### config.mk
export PLATFORM = sky130hd
export DESIGN_NAME = pc_sequencer
export DESIGN_NICKNAME = d
export VERILOG_FILES = /design/src/rtl/pcs_pkg.sv /design/src/rtl/pcs_decode.sv /design/src/rtl/pcs_cond.sv /design/src/rtl/pcs_target.sv /design/src/rtl/pc_sequencer.sv
export SDC_FILE = /design/constraint.sdc
export NUM_CORES = 1
export LEC_CHECK = 0
export BUFFER_PORTS_ARGS = -buffer_cell sky130_fd_sc_hd__buf_2
export CORE_MARGIN = 4
export CORE_UTILIZATION = 45
export DETAILED_ROUTE_END_ITERATION = 10
export PLACE_DENSITY = 0.71
export SYNTH_ARGS = -nofsm -noshare
export SYNTH_HDL_FRONTEND = slang
export SYNTH_SLANG_ARGS = --single-unit
export TNS_END_PERCENT = 1
### constraint.sdc
create_clock -name clk -period 7 [get_ports clk]
set_input_delay 1.05 -clock clk [delete_from_list [all_inputs] [get_ports clk]]
set_output_delay 1.05 -clock clk [all_outputs]
set_load 0.005 [all_outputs]
### src/rtl/pcs_pkg.sv
package pcs_pkg;

  localparam int OPC_W = 6;

  localparam logic [OPC_W-1:0] OP_BR_EQ  = 6'h12;
  localparam logic [OPC_W-1:0] OP_BR_NE  = 6'h13;
  localparam logic [OPC_W-1:0] OP_BR_LT  = 6'h14;
  localparam logic [OPC_W-1:0] OP_BR_GE  = 6'h15;
  localparam logic [OPC_W-1:0] OP_JUMP   = 6'h16;
  localparam logic [OPC_W-1:0] OP_JLINK  = 6'h17;
  localparam logic [OPC_W-1:0] OP_JREG   = 6'h18;
  localparam logic [OPC_W-1:0] OP_STOP   = 6'h1A;
  localparam logic [OPC_W-1:0] OP_LAST   = 6'h1B;

  typedef enum logic [2:0] {
    FLOW_SEQ,
    FLOW_BRANCH,
    FLOW_JUMP,
    FLOW_JLINK,
    FLOW_JREG,
    FLOW_STOP,
    FLOW_BAD
  } flow_e;

  typedef enum logic [1:0] {
    CMP_EQ,
    CMP_NE,
    CMP_LT,
    CMP_GE
  } cmp_e;

endpackage

### src/rtl/pcs_decode.sv
module pcs_decode
  import pcs_pkg::*;
(
  input  logic [OPC_W-1:0] opcode,
  output flow_e            flow,
  output cmp_e             cmp
);

  always_comb begin
    flow = FLOW_SEQ;
    cmp  = CMP_EQ;
    if (opcode > OP_LAST) begin
      flow = FLOW_BAD;
    end else begin
      case (opcode)
        OP_BR_EQ: begin flow = FLOW_BRANCH; cmp = CMP_EQ; end
        OP_BR_NE: begin flow = FLOW_BRANCH; cmp = CMP_NE; end
        OP_BR_LT: begin flow = FLOW_BRANCH; cmp = CMP_LT; end
        OP_BR_GE: begin flow = FLOW_BRANCH; cmp = CMP_GE; end
        OP_JUMP:  flow = FLOW_JUMP;
        OP_JLINK: flow = FLOW_JLINK;
        OP_JREG:  flow = FLOW_JREG;
        OP_STOP:  flow = FLOW_STOP;
        default:  flow = FLOW_SEQ;
      endcase
    end
  end

endmodule

### src/rtl/pcs_cond.sv
module pcs_cond
  import pcs_pkg::*;
#(
  parameter int XLEN = 32
) (
  input  logic [XLEN-1:0] lhs,
  input  logic [XLEN-1:0] rhs,
  input  cmp_e            cmp,
  output logic            take
);

  function automatic logic signed_less(input logic [XLEN-1:0] a,
                                       input logic [XLEN-1:0] b);
    return $signed(a) < $signed(b);
  endfunction

  logic same;
  logic below;

  assign same  = (lhs == rhs);
  assign below = signed_less(lhs, rhs);

  always_comb begin
    case (cmp)
      CMP_EQ:  take = same;
      CMP_NE:  take = !same;
      CMP_LT:  take = below;
      CMP_GE:  take = !below;
      default: take = 1'b0;
    endcase
  end

endmodule

### src/rtl/pcs_target.sv
module pcs_target #(
  parameter int XLEN   = 32,
  parameter int BOFS_W = 18,
  parameter int JOFS_W = 22
) (
  input  logic [XLEN-1:0] pc,
  input  logic [XLEN-1:0] instr,
  output logic [XLEN-1:0] seq_pc,
  output logic [XLEN-1:0] br_pc,
  output logic [XLEN-1:0] jmp_pc
);

  localparam int INSTR_BYTES = XLEN / 8;
  localparam int SHIFT       = $clog2(INSTR_BYTES);

  function automatic logic [XLEN-1:0] step_fwd(input logic [XLEN-1:0] base);
    return base + XLEN'(INSTR_BYTES);
  endfunction

  logic [XLEN-1:0] rel [2];

  for (genvar g = 0; g < 2; g++) begin : g_rel
    localparam int OW = (g == 0) ? BOFS_W : JOFS_W;
    logic [XLEN-1:0] ext;
    assign ext    = {{(XLEN-OW){instr[OW-1]}}, instr[OW-1:0]};
    assign rel[g] = pc + (ext << SHIFT);
  end

  assign seq_pc = step_fwd(pc);
  assign br_pc  = rel[0];
  assign jmp_pc = rel[1];

endmodule

### src/rtl/pc_sequencer.sv
module pc_sequencer
  import pcs_pkg::*;
#(
  parameter int               XLEN     = 32,
  parameter int               REG_AW   = 4,
  parameter int               BOFS_W   = 18,
  parameter int               JOFS_W   = 22,
  parameter int               CNT_W    = 32,
  parameter logic [XLEN-1:0]  RESET_PC = '0
) (
  input  logic              clk,
  input  logic              rst_n,
  input  logic [XLEN-1:0]   instr,
  input  logic [XLEN-1:0]   src_a,
  input  logic [XLEN-1:0]   src_b,
  output logic [XLEN-1:0]   pc,
  output logic [XLEN-1:0]   next_pc,
  output logic              link_we,
  output logic [XLEN-1:0]   link_data,
  output logic [REG_AW-1:0] link_dst,
  output logic              halted,
  output logic              illegal,
  output logic [CNT_W-1:0]  cycle_count
);

  localparam int OPC_LSB = XLEN - OPC_W;
  localparam int DST_LSB = OPC_LSB - REG_AW;

  logic [XLEN-1:0]   pc_q;
  logic              halt_q;
  logic [CNT_W-1:0]  cnt_q;

  flow_e             flow;
  cmp_e              cmp;
  logic              br_take;
  logic [XLEN-1:0]   seq_pc;
  logic [XLEN-1:0]   br_pc;
  logic [XLEN-1:0]   jmp_pc;
  logic [REG_AW-1:0] dst_field;

  // Named events for the checker and for waveform reading
  logic              ev_stop;
  logic              ev_redirect;
  logic              ev_link;

  pcs_decode u_decode (
    .opcode (instr[XLEN-1 -: OPC_W]),
    .flow   (flow),
    .cmp    (cmp)
  );

  pcs_cond #(.XLEN(XLEN)) u_cond (
    .lhs  (src_a),
    .rhs  (src_b),
    .cmp  (cmp),
    .take (br_take)
  );

  pcs_target #(.XLEN(XLEN), .BOFS_W(BOFS_W), .JOFS_W(JOFS_W)) u_target (
    .pc     (pc_q),
    .instr  (instr),
    .seq_pc (seq_pc),
    .br_pc  (br_pc),
    .jmp_pc (jmp_pc)
  );

  assign dst_field   = instr[DST_LSB +: REG_AW];
  assign ev_stop     = !halt_q && (flow == FLOW_STOP);
  assign ev_link     = !halt_q && (flow == FLOW_JLINK) && (dst_field != '0);
  assign ev_redirect = !halt_q && ((flow == FLOW_JUMP) || (flow == FLOW_JLINK) ||
                                   (flow == FLOW_JREG) ||
                                   ((flow == FLOW_BRANCH) && br_take));

  always_comb begin
    next_pc = seq_pc;
    if (halt_q) begin
      next_pc = pc_q;
    end else begin
      case (flow)
        FLOW_BRANCH: next_pc = br_take ? br_pc : seq_pc;
        FLOW_JUMP,
        FLOW_JLINK:  next_pc = jmp_pc;
        FLOW_JREG:   next_pc = src_a;
        FLOW_STOP:   next_pc = pc_q;
        default:     next_pc = seq_pc;
      endcase
    end
  end

  always_ff @(posedge clk or negedge rst_n) begin
    if (!rst_n) begin
      pc_q   <= RESET_PC;
      halt_q <= 1'b0;
      cnt_q  <= '0;
    end else if (!halt_q) begin
      pc_q   <= next_pc;
      cnt_q  <= cnt_q + CNT_W'(1);
      halt_q <= ev_stop;
    end
  end

  assign pc          = pc_q;
  assign halted      = halt_q;
  assign cycle_count = cnt_q;
  assign link_we     = ev_link;
  assign link_data   = seq_pc;
  assign link_dst    = dst_field;
  assign illegal     = !halt_q && (flow == FLOW_BAD);

endmodule

**Yosys cells after proc, flatten, opt, wreduce, memory -nomap -nowiden**

Cells that the tools add are included.

- Flip-flop bits (word level): 65
- Bits of input ports: 98
- Output and inout bits: 135
- Logic and storage cells: 47

- Add/subtract/negate cells: 4
- Magnitude comparators: 2
- Equality and inequality tests: 18
- Mux-type cells: 9
- Reductions and logical operators: 11

Operators with widths:

| kind | number |
|---|---|
| 32-bit case mux with 4 select lines | 1 |
| 32-bit adder | 2 |
| 32-bit two-way mux | 2 |
| 6-bit by 5-bit equality test with 1-bit output (second input constant) | 8 |
| 32-bit by 1-bit adder with 32-bit output (second input constant) | 1 |
| 32-bit by 3-bit adder with 32-bit output (second input constant) | 1 |
| 32-bit equality test | 1 |
| 32-bit < comparator | 1 |
| 3-bit case mux with 5 select lines | 1 |
| 3-bit equality test (second input constant) | 3 |
| 3-bit by 2-bit equality test with 1-bit output (second input constant) | 2 |
| 6-bit by 5-bit > comparator with 1-bit output (second input constant) | 1 |
| 2-bit case mux with 3 select lines | 1 |
| 2-bit equality test (second input constant) | 2 |
| 1-bit logical AND | 4 |
| 1-bit case mux with 4 select lines | 1 |
| 4-bit nonzero test | 1 |
| 4-bit OR reduction | 1 |
| 3-bit by 1-bit equality test with 1-bit output (second input constant) | 1 |
| 1-bit zero test | 3 |
| 3-bit two-way mux | 1 |
| 2-bit by 1-bit equality test with 1-bit output (second input constant) | 1 |
| 2-bit zero test | 1 |
| 2-bit two-way mux | 1 |
| other kinds (2) | 2 |

**Longest topological paths before layout**

Gate-level depths: netlist (run 1).

- Depth in word-level cells: 8
- Gate-level depth with buffers: 13
- Gate-level depth less buffers: 11

**Hierarchy**

From an unflattened synthesis (run 1), not the netlist that was laid out.

- Cells, all modules: 1,035
- Area, all modules: 8,207.9 um^2

Modules (own cells, without submodules):

| module | times used | cells an instance | area an instance (um^2) | seq. area each (um^2) |
|---|---|---|---|---|
| pc_sequencer | 1 | 461 | 4,272.8 | 1,626.6 |
| pcs_target | 1 | 433 | 2,931.6 | 0.0 |
| pcs_cond | 1 | 129 | 918.4 | 0.0 |
| pcs_decode | 1 | 12 | 85.1 | 0.0 |

**Worst setup path before layout (run 1)**

Ideal clock, no wire load.

- Path kind: input to output
- Start: input src_b[31]
- End: output next_pc[15]
- Arrival time: 3.676 ns
- Data required time: 5.950 ns
- Setup slack: 2.274 ns
- Stages on the path: 12
- Path buffers: 1
- Cell sequence: inv_1 ha_1 nand4_2 or4_4 o211a_1 a311o_1 o311ai_4 o31ai_2 and2_1 buf_6 a222oi_1 a21bo_2

- Word-level cells in the longest chain between the ends: 6
- Elaborated cells on any way between the ends: 8
- Those cells by class: order compare: 1; eq/ne: 1; mux: 4; reduce/logical: 2

Ends and longest elaborated chain:

| item | line | RTL |
|---|---|---|
| from (decl) | pc_sequencer.sv:15 | `input logic [XLEN-1:0] src_b,` |
| 32-bit < comparator / 32-bit equality test (equally long branches) | pcs_cond.sv:14, pcs_cond.sv:20 |  |
| 1-bit zero test (on tied branches) | pcs_cond.sv:28, pcs_cond.sv:26 |  |
| 1-bit case mux with 4 select lines * | pcs_cond.sv:24 | `case (cmp)` |
| 32-bit two-way mux * | pc_sequencer.sv:80 | `FLOW_BRANCH: next_pc = br_take ? br_pc : seq_pc;` |
| 32-bit case mux with 4 select lines * | pc_sequencer.sv:79 | `case (flow)` |
| 32-bit two-way mux * | pc_sequencer.sv:76 | `if (halt_q) begin` |
| to (decl) | pc_sequencer.sv:17 | `output logic [XLEN-1:0] next_pc,` |

Mark *: on every way between the ends. The rest lies on a longest branch, timed or not.

**Worst setup path in the final report (run 1)**

- Start: input instr[27]
- End: output next_pc[29]

- Word-level cells in the longest chain between the ends: 8
- Elaborated cells on any way between the ends: 28
- Those cells by class: order compare: 1; eq/ne: 16; mux: 8; reduce/logical: 3

Ends and longest elaborated chain:

| item | line | RTL |
|---|---|---|
| from (decl) | pc_sequencer.sv:13 | `input logic [XLEN-1:0] instr,` |
| parallel branches: the longest is 6 deep, another holds 6-bit by 5-bit > comparator with 1-bit output | - |  |
| 32-bit case mux with 4 select lines * | pc_sequencer.sv:79 |  |
| 32-bit two-way mux * | pc_sequencer.sv:76 |  |

Mark *: on every way between the ends.

==> results_dict.tcl, run 1 <==
set metrics [dict create \
    status "completed" \
    drtPass1Iterations 5 \
    peakVddDrop_uv 130 \
    setup_slack_ps 1220 \
    use_met3_pct 5.42 \
    synth_edf_count 0 \
    ant_nets 0 \
    yosysSeqAreaShare_pct 21.4 \
    routedWlPerCell_um 19.2 \
    grt_use_met2_pct 42.5 \
    min_path_cells 1 \
    fin_crit_sh_pct 82.6 \
    cts_max_level 3 \
    syn_area_um2 7610 \
    avgSynthCellArea_um2 7.97 \
    first_iter_violations 577 \
    reg2regPathDepth 10 \
    leakage_nw 4.63 \
    synth_cells 955 \
    pre_cts_slack_ps 1330 \
    grt-ovfl-total 0 \
    final_layout_size_suffix_gt1_share_pct 24.6 \
    synth_top_area_cell "dfrtp_1" \
    nets 1333 \
    setup_tns_ps 0 \
    cts.sinks 65 \
    clkTransAtPathRegs_ps 50 \
    grt_pass1_vias 7955 \
    gr-usage-met1_pct 35.9 \
    synth_top_area_share_pct 21.4 \
    synth.area.top_cells "dfrtp_1 (21%), ha_1 (12%), xnor2_1 (7.1%)" \
    crit_fanout 29 \
    fp.dieH_um 138 \
    synthArstFlopShare_pct 100 \
    die_w_um 138 \
    r2r_end "pc[29]$_DFFE_PN0N_" \
    antenna_cells 0 \
    wirelength_um 26600 \
    tightest_slew_ps 888 \
    grt_first_pass_wirelength_um 41800 \
    num_vias 8384 \
    cts_tree "done" \
    regArea_um2 1630 \
    power_density_nw_per_um2 121 \
    area_delta_synth_final_pct 20.9 \
    fill_cells 1598 \
    multi_input_area_um2 5550 \
    ctsResizeCount 0 \
    crit_path_start_kind "primary input" \
    synth-seq-cells 65 \
    cts_hold_buf 0 \
    skew_ps 8.32 \
    place.gp.congestion 0.989 \
    ys.flop_type "dfrtp_1" \
    dpl.hpwl_um 20700 \
    final-max-slew-violation-count 0 \
    synthDistinctLibCells 73 \
    critPathCaptureType "output port" \
    syn-num-nets 1128 \
    post-route-min-period_ps 5780 \
    yosysWarnings 0 \
    start_util_pct 45.9 \
    drc_errors 0 \
    maxCapViolCount 0 \
    critPathRequiredTime_ps 5950 \
    grt.busiest_layer "met2" \
    ff2ff_setup_slack_ps 3250 \
    final_util_pct 55.5 \
    post_cts_buffers 0 \
    insertion_delay_ps 350 \
    cts-root-buf "clkbuf_16" \
    hold_violations 0 \
    antenna_found_initial 0 \
    rows 47 \
    setup_viol 0 \
    port-buffer-count 232 \
    die-area_um2 19100 \
    rsz0062_at_grt "false" \
    cts_made_buffers 9 \
    max_freq_ghz 0.173 \
    clockBufferDepth 2 \
    slew_headroom_pct 40.8 \
    cp-startpoint "instr[27]" \
    r2r_start "pc[6]$_DFFE_PN0N_" \
    hold_path_startpoint "cycle_count[31]$_DFFE_PN0N_" \
    grt_max_degree 66 \
    arrival_ps 4730 \
    hold_end "cycle_count[31]$_DFFE_PN0N_" \
    coreArea_um2 16600 \
    grt_usage_pct 26.8 \
    hp-class "reg2reg" \
    design.portCount 233 \
    setup.worst_path.class "in2out" \
    avgViaCountPerCell 6.05 \
]
## layer usage
layer,vias up,routed length (um)
met5,-,0
met4,0,1000
met3,75,2450
met2,433,11900
met1,3901,11300
li1,3975,-
## sequential cells by signal, summed over array words and instances (netlist names)
name and cells:
cycle_count 32, halted 1, pc 32
## worst max-delay path by stage
| stage | slack (ps) | end | cells past startpoint |
|---|---|---|---|
| floorplan | 2270 | next_pc[15] | 12 |
| global placement | 1440 | next_pc[29] | 11 |
| detailed placement | 1330 | next_pc[23] | 11 |
| CTS | 1330 | next_pc[23] | 11 |
| global route | 1110 | next_pc[11] | 11 |
| finish | 1220 | next_pc[29] | 11 |
## metrics by stage
| step | power, mW | cell area, um^2 | hold slack [ps] | cells |
|---|---|---|---|---|
| after floorplan | 0.546 | 7610 | 468 | 955 |
| after global placement | 0.635 | 8890 | 456 | 1369 |
| after detailed placement | 0.636 | 8890 | 462 | 1369 |
| after CTS | 1.11 | 9200 | 469 | 1385 |
| after global routing | 1.15 | 9200 | 498 | 1385 |
| final | 1.11 | 9200 | 465 | 1385 |
## kinds of logic after synthesis
| family | count (synthesis) | share of synthesized area [%] |
|---|---|---|
| buffers and inverters | 104 | 5.69 |
| AND/OR/NAND/NOR | 309 | 20.4 |
| multiplexers | 28 | 3.86 |
| XOR/XNOR | 94 | 10.8 |
| flip-flops | 65 | 21.4 |
| AO/OA/AOI/OAI | 280 | 25.5 |
| adder cells (fa/ha/maj) | 75 | 12.4 |
## cell type report
class	count	share of cell area [%]
multi-input cells	786	60.3
flip-flops and latches	65	17.7
repair buffers	240	13.3
well taps	220	2.99
clock buffers	9	2.45
inverters	58	2.37
clock inverters	7	0.871
## cell usage after synthesis, types with 10 or more instances
cell type / number
or3_1: 14
o21ai_0: 48
inv_1: 57
nor2_1: 75
a211oi_1: 14
ha_1: 74
a21o_1: 21
mux2_2: 11
xnor2_1: 62
a21oi_1: 76
and2_1: 10
clkbuf_1: 31
nand2_1: 61
a221o_1: 16
xor2_1: 32
nand3_1: 46
o31ai_1: 12
dfrtp_1: 65
a2bb2oi_1: 12
nor3_1: 28
nand4_1: 26
and3_1: 12
mux2i_1: 17
## critical path: stages
cell       delay, ps
buf_2            660
clkinv_1         530
nand4_1          310
nor2_1            70
o311ai_0         210
o311ai_4         260
o21ai_2          280
nand2_1          470
a221oi_1         600
a2bb2oi_1        130
buf_2            150
## cells in the final DEF, fill, tap and decap left out, drive strengths merged, types with 13 or more instances in the layout
cell,instances
mux2i,17
dfrtp,65
a21oi,76
a211oi,14
a21o,21
xor2,32
or3,14
inv,58
nand4,27
buf,240
nor2,76
a221o,16
o21ai,49
o31ai,13
xnor2,62
nand2,61
nand3,46
ha,74
nor3,28
## power by group
| group | switching [mW] | internal [mW] | total [mW] |
|---|---|---|---|
| sequential | 0.00393 | 0.377 | 0.381 |
| combinational | 0.148 | 0.105 | 0.254 |
| clock | 0.195 | 0.279 | 0.474 |
| total | 0.347 | 0.762 | 1.11 |
Power figures use the tool's default switching activity.
==> run 2, diff against run 1 <==
--- a/config.mk
+++ b/config.mk
@@ -5,11 +5,12 @@
 export SDC_FILE = /design/constraint.sdc
 export NUM_CORES = 1
 export LEC_CHECK = 0
+export ABC_AREA = 1
 export BUFFER_PORTS_ARGS = -buffer_cell sky130_fd_sc_hd__buf_2
 export CORE_MARGIN = 4
 export CORE_UTILIZATION = 45
 export DETAILED_ROUTE_END_ITERATION = 10
-export PLACE_DENSITY = 0.71
+export PLACE_DENSITY = 0.73
 export SYNTH_ARGS = -nofsm -noshare
 export SYNTH_HDL_FRONTEND = slang
 export SYNTH_SLANG_ARGS = --single-unit
==> constraint.sdc (replaced) <==
create_clock -name clk -period 4.7 [get_ports clk]
set_input_delay 0.705 -clock clk [delete_from_list [all_inputs] [get_ports clk]]
set_output_delay 0.705 -clock clk [all_outputs]
set_load 0.005 [all_outputs]
==> results_dict.tcl, run 2 <==
set metrics [dict create \
    final_layout_size_suffix_gt1_share_pct 19.1 \
    cts_made_buffers 9 \
    power_density_nw_per_um2 163 \
    hp-class "reg2reg" \
    final_util_pct 54.9 \
    clockBufferDepth 2 \
    critPathMaxStageDelay_ps 540 \
    ctsResizeCount 0 \
    synth.area.top_cells "nand2_1 (20%), dfrtp_1 (19%), ha_1 (11%)" \
    synth_top_area_cell "nand2_1" \
    crit_path_start_kind "primary input" \
    synthArstFlopShare_pct 100 \
    peakVddDrop_uv 163 \
    fp.dieH_um 146 \
    final-max-slew-violation-count 0 \
    arrival_ps 3520 \
    cts_max_level 3 \
    nets 1810 \
    antenna_found_initial 0 \
    layout_commonest_cell "nand2_1" \
    rows 50 \
    crit_fanout 14 \
    p_clk_share_pct 43.0 \
    synth_cells 1411 \
    min_path_cells 1 \
    synth-seq-cells 65 \
    yosysSeqAreaShare_pct 18.9 \
    syn-num-nets 1584 \
    syn_area_um2 8620 \
    switching_share_pct 33.3 \
    multi_input_area_um2 6070 \
    synth_xor_area_share_pct 7.60 \
    ys.flop_type "dfrtp_1" \
    grt_usage_pct 31.0 \
    layout_common_cells "nand2_1 (456), buf_2 (232), inv_1 (191)" \
    synth_most_common_cell "nand2_1" \
    fin_crit_sh_pct 89.9 \
    rsz0062_at_grt "false" \
    grt-ovfl-total 0 \
    cp_slowest_cell "nor3_1" \
    critPathRequiredTime_ps 3990 \
    antenna_cells 0 \
    finalPower_mw 1.68 \
    hold_violations 0 \
    power.switching_mw 0.558 \
    status "completed" \
    die-area_um2 21400 \
    tightest_slew_ps 1350 \
    cts-root-buf "clkbuf_16" \
    cts_hold_buf 0 \
    drc_errors 0 \
    start_util_pct 45.9 \
    yosysWarnings 0 \
    cts_tree "done" \
    synth_top_family_by_area "simple AND/OR/NAND/NOR gates" \
    grt_max_degree 42 \
    grt_pass1_vias 9697 \
    coreArea_um2 18800 \
    setup.worst_path.class "in2out" \
    regArea_um2 1630 \
    combPwrFrac_pct 23.5 \
    design.portCount 233 \
    clkTransAtPathRegs_ps 60 \
    leakage_nw 5.68 \
    avgSynthCellArea_um2 6.11 \
    die_w_um 146 \
    synthAdderAreaFrac_pct 11.0 \
    dpl.hpwl_um 28300 \
    p_int_mw 1.12 \
    num_vias 10300 \
    ant_nets 0 \
    critPathCaptureType "output port" \
    first_iter_violations 1035 \
    synthDistinctLibCells 51 \
    synth_edf_count 0 \
    slew_headroom_pct 9.57 \
    setup_viol 0 \
    setup_tns_ps 0 \
    yosys.area_share.simple_pct 39.2 \
    routedWlPerCell_um 18.3 \
    maxCapViolCount 0 \
    drtPass1Iterations 6 \
    max_freq_ghz 0.237 \
    port-buffer-count 232 \
    synth_common_cells "nand2_1 (456), inv_1 (191), nor2_1 (123)" \
    synth_top_area_share_pct 19.9 \
    avgViaCountPerCell 5.49 \
    insertion_delay_ps 350 \
    cp_cell_sequence "buf_2 -> ha_1 -> nand2_1 -> inv_1 -> nand3_1 -> nor3_1 -> nor2b_1 -> nand2_1 -> nand3_1 -> nand3_1 -> nand3_1 -> nand2_2 -> nand2_1 -> nand2_1 -> nor2_1 -> nor2_1 -> buf_2" \
    synthMuxAreaShare_pct 0 \
    place.gp.congestion 1.02 \
    reg2regPathDepth 16 \
    fill_cells 1963 \
    post-route-min-period_ps 4230 \
    p_seq_share_pct 33.5 \
    synth_compound_area_share_pct 12.6 \
    area_delta_synth_final_pct 19.6 \
    post_cts_buffers 0 \
    wirelength_um 34300 \
    grt_first_pass_wirelength_um 52800 \
    skew_ps 13.0 \
    cts.sinks 65 \
]
-- run 2: final cells by class --
class	instances	share of cell area [%]
Tap cell	234	2.84
Multi-Input combinational cell	1112	58.8
Timing Repair Buffer	244	12.1
Sequential cell	65	15.8
Clock buffer	9	2.18
Inverter	205	7.46
Clock inverter	7	0.764
-- run 2: per-layer routing --
layer  vias to the layer above  wire [um]  GRT usage (%)
li1                       5016          -              -
met2                       535      15200           49.7
met3                        61       3330           5.31
met5                         -          0              0
met4                         0        934           9.50
met1                      4688      14900           42.9
-- run 2: critical path: cells and delay by family --
family	cells	cell delay, ps
AND/OR/NAND/NOR	13	2250
adder cells (fa/ha/maj)	1	280
buffers and inverters	3	300
-- run 2: path summary, 6_finish.rpt --
| path | startpoint | end | slack (ps) |
|---|---|---|---|
| setup / recovery | src_a[11] | next_pc[24] | 470 |
| max in group asynchronous | rst_n | halted$_DFF_PN0_ | 3200 |
| hold reg to reg | cycle_count[31]$_DFFE_PN0N_ | cycle_count[31]$_DFFE_PN0N_ | 490 |
| min in group asynchronous | rst_n | cycle_count[15]$_DFFE_PN0N_ | 530 |
| hold / removal | cycle_count[31]$_DFFE_PN0N_ | cycle_count[31]$_DFFE_PN0N_ | 490 |
| setup reg to reg | pc[12]$_DFFE_PN0N_ | pc[27]$_DFFE_PN0N_ | 1600 |
-- run 2: logic make-up after synthesis --
logic type,Yosys count
adder cells (fa/ha/maj),75
flip-flops,65
buffers and inverters,234
AO/OA/AOI/OAI,179
XOR/XNOR,74
AND/OR/NAND/NOR,784
-- run 2: through the flow --
stage | setup slack, ps | instance area, um^2 | hold WS [ps] | instances
finish | 475 | 10300 | 485 | 1876
CTS | 579 | 10300 | 484 | 1876
global route | 267 | 10300 | 506 | 1876
global placement | 645 | 10000 | 461 | 1860
detailed placement | 589 | 10000 | 474 | 1860
floorplan | 1530 | 8620 | 409 | 1411
-- run 2: power by group through the flow --
| stage | sequential (mW) | clock [mW] | combinational, mW |
|---|---|---|---|
| final | 0.561 | 0.721 | 0.394 |
| after global routing | 0.561 | 0.750 | 0.440 |
| after CTS | 0.561 | 0.729 | 0.389 |
| after detailed placement | 0.571 | 0 | 0.386 |
| after global placement | 0.571 | 0 | 0.384 |
| after floorplan | 0.571 | 0 | 0.240 |
